==> config.mk <==
export PLATFORM = sky130hd
export DESIGN_NAME = rstwake_ctrl
export DESIGN_NICKNAME = d
export VERILOG_FILES = /design/src/rtl/rstwake_pkg.sv /design/src/rtl/rw_settle.sv /design/src/rtl/rw_wake_src.sv /design/src/rtl/rstwake_ctrl.sv
export SDC_FILE = /design/constraint.sdc
export NUM_CORES = 1
export LEC_CHECK = 0
export ABC_AREA = 1
export BUFFER_PORTS_ARGS = -buffer_cell sky130_fd_sc_hd__buf_2
export CORE_MARGIN = 2
export CORE_UTILIZATION = 53
export DETAILED_ROUTE_END_ITERATION = 10
export GPL_TIMING_DRIVEN = 0
export PLACE_DENSITY = 0.87
export SETUP_SLACK_MARGIN = 0.15
export SYNTH_ARGS = -nofsm -noshare
export SYNTH_HDL_FRONTEND = slang
export SYNTH_SLANG_ARGS = --single-unit
export TNS_END_PERCENT = 5
==> constraint.sdc <==
create_clock -name clk -period 1.95 [get_ports clk]
set_input_delay 0.2925 -clock clk [delete_from_list [all_inputs] [get_ports clk]]
set_output_delay 0.2925 -clock clk [all_outputs]
set_load 0.02 [all_outputs]
==> src/rtl/rstwake_pkg.sv <==
package rstwake_pkg;

  typedef enum logic [2:0] {
    ST_COLD,   // power-up start-up wait
    ST_RUN,    // normal execution
    ST_PIN,    // reset pin held
    ST_WDR,    // watchdog full reset, one cycle
    ST_HALT,   // parked
    ST_WARM,   // warm reset pulse, one cycle
    ST_WAKE,   // start-up wait after wake-up
    ST_TAKE    // interrupt response slot
  } rw_state_e;

  function automatic logic is_parked(rw_state_e s);
    return (s == ST_HALT) || (s == ST_WARM) || (s == ST_WAKE);
  endfunction

  function automatic logic is_full_rst(rw_state_e s);
    return (s == ST_COLD) || (s == ST_PIN) || (s == ST_WDR);
  endfunction

endpackage

==> src/rtl/rw_settle.sv <==
module rw_settle #(
  parameter int SETTLE_CYC = 1024
) (
  input  logic clk,
  input  logic clr,
  input  logic en,
  output logic last
);
  localparam int CW = (SETTLE_CYC > 2) ? $clog2(SETTLE_CYC) : 1;
  localparam logic [CW-1:0] LAST_V = CW'(SETTLE_CYC - 1);

  logic [CW-1:0] cnt;

  assign last = (cnt == LAST_V);

  always_ff @(posedge clk) begin
    if (clr)
      cnt <= '0;
    else if (en && !last)
      cnt <= cnt + 1'b1;
  end
endmodule

==> src/rtl/rw_wake_src.sv <==
module rw_wake_src #(
  parameter int PA_W = 8,
  parameter int NIRQ = 2
) (
  input  logic            clk,
  input  logic            por,
  input  logic            arm,
  input  logic [PA_W-1:0] pa_in,
  input  logic [PA_W-1:0] pa_mask,
  input  logic [NIRQ-1:0] irq_req,
  input  logic [NIRQ-1:0] irq_en,
  output logic            pa_hit,
  output logic            irq_hit
);
  logic [PA_W-1:0] pa_q;
  logic [NIRQ-1:0] pend_q;   // requests already raised when halt began

  always_ff @(posedge clk) begin
    pa_q <= pa_in;
  end

  always_ff @(posedge clk) begin
    if (por)
      pend_q <= '0;
    else if (arm)
      pend_q <= irq_req;
  end

  assign pa_hit  = |(pa_q & ~pa_in & pa_mask);
  assign irq_hit = |(irq_req & irq_en & ~pend_q);
endmodule

==> src/rtl/rstwake_ctrl.sv <==
module rstwake_ctrl
  import rstwake_pkg::*;
#(
  parameter int SETTLE_CYC = 1024,
  parameter int PA_W       = 8,
  parameter int NIRQ       = 2
) (
  input  logic            clk,
  input  logic            por,
  input  logic            rst_pin,
  input  logic            halt_cmd,
  input  logic            clr_wdt,
  input  logic            wdt_ovf,
  input  logic [PA_W-1:0] pa_in,
  input  logic [PA_W-1:0] pa_wake_mask,
  input  logic [NIRQ-1:0] irq_req,
  input  logic [NIRQ-1:0] irq_en,
  input  logic            glb_ie,
  input  logic            stack_full,
  output logic            flag_to,
  output logic            flag_pdf,
  output logic            full_rst,
  output logic            warm_rst,
  output logic            run_en,
  output logic            int_take,
  output logic            halted
);
  rw_state_e st, st_n, st_d;
  logic to_n, pdf_n;
  logic irqw_q, irqw_n;
  logic st_last, st_clr, st_en;
  logic pa_hit, irq_hit, arm;

  rw_settle #(.SETTLE_CYC(SETTLE_CYC)) u_settle (
    .clk  (clk),
    .clr  (st_clr),
    .en   (st_en),
    .last (st_last)
  );

  rw_wake_src #(.PA_W(PA_W), .NIRQ(NIRQ)) u_wake (
    .clk     (clk),
    .por     (por),
    .arm     (arm),
    .pa_in   (pa_in),
    .pa_mask (pa_wake_mask),
    .irq_req (irq_req),
    .irq_en  (irq_en),
    .pa_hit  (pa_hit),
    .irq_hit (irq_hit)
  );

  always_comb begin
    st_n   = st;
    to_n   = flag_to;
    pdf_n  = flag_pdf;
    irqw_n = irqw_q;
    case (st)
      ST_COLD: if (st_last) st_n = ST_RUN;
      ST_RUN: begin
        if (rst_pin) begin
          st_n = ST_PIN;
        end else if (wdt_ovf) begin
          st_n = ST_WDR;
          to_n = 1'b1;
        end else if (halt_cmd) begin
          st_n  = ST_HALT;
          pdf_n = 1'b1;
          to_n  = 1'b0;
        end else if (clr_wdt) begin
          pdf_n = 1'b0;
        end
      end
      ST_PIN:  if (!rst_pin) st_n = ST_RUN;
      ST_WDR:  st_n = ST_RUN;
      ST_HALT, ST_WARM, ST_WAKE: begin
        if (rst_pin) begin
          st_n  = ST_PIN;
          to_n  = 1'b0;
          pdf_n = 1'b1;
        end else if (st == ST_HALT) begin
          if (wdt_ovf) begin
            st_n   = ST_WARM;
            to_n   = 1'b1;
            pdf_n  = 1'b1;
            irqw_n = 1'b0;
          end else if (pa_hit || irq_hit) begin
            st_n   = ST_WAKE;
            irqw_n = irq_hit;
          end
        end else if (st == ST_WARM) begin
          st_n = ST_WAKE;
        end else if (st_last) begin
          st_n = (irqw_q && glb_ie && !stack_full) ? ST_TAKE : ST_RUN;
        end
      end
      ST_TAKE: st_n = ST_RUN;
      default: st_n = ST_COLD;
    endcase
  end

  assign st_d   = por ? ST_COLD : st_n;
  assign arm    = (st == ST_RUN) && (st_d == ST_HALT);
  assign st_en  = (st == ST_COLD) || (st == ST_WAKE);
  assign st_clr = por || ((st_d == ST_WAKE) && (st != ST_WAKE));

  always_ff @(posedge clk) begin
    if (por) begin
      st       <= ST_COLD;
      flag_to  <= 1'b0;
      flag_pdf <= 1'b0;
      irqw_q   <= 1'b0;
    end else begin
      st       <= st_n;
      flag_to  <= to_n;
      flag_pdf <= pdf_n;
      irqw_q   <= irqw_n;
    end
  end

  always_ff @(posedge clk) begin
    full_rst <= is_full_rst(st_d);
    warm_rst <= (st_d == ST_WARM);
    run_en   <= (st_d == ST_RUN);
    int_take <= (st_d == ST_TAKE);
    halted   <= is_parked(st_d);
  end
endmodule

==> results.yml <==
yosys:
  yosys_warnings: 0
  netlist_instances: 208
  synth_common_cells: "nand2_1, dfxtp_1, inv_1"
  synth_top_area_share_pct: 40.69
  synth_edf_count: 0
  synth_nets: 237
  synth_cell_types: 29
  post_synth.cell_area_avg_um2: 7.333
  post-synth-top-area-cell: "dfxtp_1"
  synth_area_um2: 1525
  ys_seq_area_share_pct: 40.69
  synthFlopType: "dfxtp_1"
  ys_ff_latch: 31
  async_flop_share_pct: 0
  synthTopCellsByArea: "dfxtp_1, nand2_1, inv_1"
  synth_most_common_cell: "nand2_1"
grt:
  track_usage_pct: 19.69
  antenna_found_initial: 0
  grt_pass1_wl_um: 5078
  gr-total-overflow: 0
  grt_max_degree: 10
  grt_pass1_vias: 1283
sta:
  drv_slew: 0
  rsz0062_at_grt: "yes"
  hold_viol_final: 0
  max_freq_ghz: 0.5854
  min_period_over_period_pct: 87.60
  period_needed_ps: 1708
  fin_setup_tns_ps: 0
  tightest_slew_ps: 384.7
  finalSetupViolations: 0
  finClkSkew_ps: 5.689
  relSlewSlack_pct: 74.33
job:
  cap_violations: 0
clock_tree:
  cts_tree: "done"
  h-tree-depth: 2
  cts_buffer_depth: 2
  cts_sinks: 31
  clockRootBuffer: "clkbuf_4"
  cts_buffers: 5
  ctsHoldBuffers: 0
  path_clk_slew_ps: 90
  clock_latency_ps: 330
cells_and_area:
  drive_gt1_share_pct: 32.55
  instances_no_fill: 286
  area_delta_synth_final_pct: 23.38
  antennaDiodeCount: 0
  final_nets: 283
die:
  num_rows: 19
  core_um2: 2734
  die_h_um: 57.65
  start_util_pct: 55.79
  die_area_um2: 3323
  io_pins: 35
  die_w_um: 57.65
pwr:
  p_clk_share_pct: 20.3
  seqPwrFrac_pct: 45.1
  internal-power_mw: 1.093
  peakVddDrop_mv: 0.7959
  switching_share_pct: 36.97
  power_frac_comb_pct: 34.6
  leakage_nw: 0.8506
  power_switching_mw: 0.6410
  power_density_nw_per_um2: 921.4
critical_path:
  cp-end-kind: "register"
  crit_required_ps: 2220
  cp_top_family: "simple AND/OR/NAND/NOR gates"
  worst_path_max_delay_cell: "dfxtp_2"
  cp.arrival_ps: 1980
  worst-path-max-fanout: 6
  startpoint_type: "register"
  path_cells: "ha_4 -> buf_4 -> nand3_1 -> inv_1 -> nand4_1 -> nand2_2 -> inv_2 -> nand3_1 -> xor2_1 -> inv_1 -> nor2_2"
  path_buf_inv: 4
  critPathMaxStageDelay_ps: 370
  path_class: "reg -> reg"
  worstSetupStartpoint: "u_settle.cnt[0]"
  rr_startpoint: "u_settle.cnt[0]"
drt:
  ant_nets: 0
  vias_per_cell: 5.101
  drtPass1Iterations: 4
  drt-initial-drc-count: 54
  drt_wl_total_um: 3211
  drt_drc_violations_left: 0
  routedWlPerCell_um: 11.23
  vias: 1459
placement:
  portBuffers: 34
  gp_congestion: 0.8266
  detailed_place_hpwl_um: 2265
  placed_cells: 273
status:
  status: "complete, no violations"
hold_path:
  min_path_type: "in -> reg"
  min_from: "pa_in[1]"
==> routing by layer <==
metal | wire [um] | vias to the layer above | track usage (%) | share of wire (%)
li1 | - | 760 | - | -
met1 | 1321 | 651 | 22.39 | 41
met2 | 1646 | 41 | 34.09 | 51
met3 | 190 | 7 | 5.134 | 5.9
met4 | 52 | 0 | 9.635 | 1.6
met5 | 0 | - | 0 | 0
==> worst reg2reg max path, stage by stage, from the launching register on <==
cell and delay, ps:
dfxtp_2 370, ha_4 150, buf_4 130, nand3_1 80
inv_1 80, nand4_1 140, nand2_2 170, inv_2 70
nand3_1 130, xor2_1 180, inv_1 70, nor2_2 90
==> per-stage QoR <==
stage	area (um^2)	utilization [%]	hold WS [ps]	setup WS (ps)	power, mW
after CTS	1810	66.22	63.41	183.8	1.693
after global routing	1882	68.83	57.91	124.3	1.859
after detailed placement	1734	63.43	408.0	114.3	1.321
after floorplan	1525	-	320.2	335.0	1.187
after global placement	1734	63.43	404.1	187.0	1.306
final	1882	68.83	67.17	241.8	1.734
==> worst paths after layout <==
path                 endpoint  slack, ps  depth (start not counted)
max           u_settle.cnt[7]        240                         11
min            u_wake.pa_q[1]         70                          1
max reg2reg   u_settle.cnt[7]        240                         11
min reg2reg  u_wake.pend_q[1]        470                          2
==> state kept, by name (all words and copies together), names as in the netlist <==
name           count
run_en             1
u_settle.cnt      10
warm_rst           1
st                 3
u_wake.pa_q        8
u_wake.pend_q      2
halted             1
flag_to            1
irqw_q             1
flag_pdf           1
full_rst           1
int_take           1
==> kinds of logic after synthesis <==
family,Yosys count,share of synthesized area [%]
AO/OA/AOI/OAI,20,8.205
buffers and inverters,33,8.203
AND/OR/NAND/NOR,113,36.18
flip-flops,31,40.69
adder cells (fa/ha/maj),1,0.8202
multiplexers,2,1.313
XOR/XNOR,8,4.593
==> cell type report <==
| cell class | instances | area, um^2 |
|---|---|---|
| buffer | 1 | 5.005 |
| inverter | 32 | 120.1 |
| timing repair buffer | 38 | 200.2 |
| multi-input combinational | 145 | 843.3 |
| sequential | 31 | 624.3 |
| tap | 31 | 38.79 |
| clock buffer | 7 | 45.04 |
| clock inverter | 1 | 5.005 |
| fill | 238 | 852.1 |
==> power by group through the flow <==
stage	Combinational [mW]	Clock (mW)	Sequential [mW]
floorplan	0.381	0	0.805
global placement	0.532	0	0.773
detailed placement	0.542	0	0.779
CTS	0.558	0.357	0.778
global route	0.685	0.384	0.790
finish	0.600	0.352	0.782
==> cell usage in the layout, fill, tap and decap left out, types with 2 or more instances in the layout <==
master | synthesis | routed
xnor2_1 | 4 | 4
dfxtp_2 | 0 | 3
clkbuf_1 | 0 | 2
dfxtp_1 | 31 | 28
nand3_1 | 17 | 14
nand2_2 | 4 | 6
nand3_2 | 2 | 4
xor2_1 | 4 | 4
nand3b_1 | 6 | 6
nand2_4 | 1 | 2
buf_2 | 1 | 35
nor2_4 | 1 | 3
nor2_2 | 13 | 12
nor3_1 | 3 | 3
nor2_1 | 22 | 21
clkbuf_4 | 0 | 5
a21oi_2 | 2 | 2
mux2i_1 | 2 | 2
nand2_1 | 40 | 38
nand4_1 | 3 | 3
inv_1 | 28 | 28
buf_4 | 0 | 4
a21oi_1 | 6 | 6
o21ai_0 | 6 | 6
inv_2 | 4 | 4
==> what timing repair did <==
| action | in CTS | in global routing |
|---|---|---|
| pin swaps | 2 | 9 |
| resized for setup | 5 | 10 |
| cloned | 1 | 0 |
| setup buffers | 0 | 4 |
| setup endpoints to repair | 11 | 17 |
No activity file was read; power rests on OpenSTA's default activity.
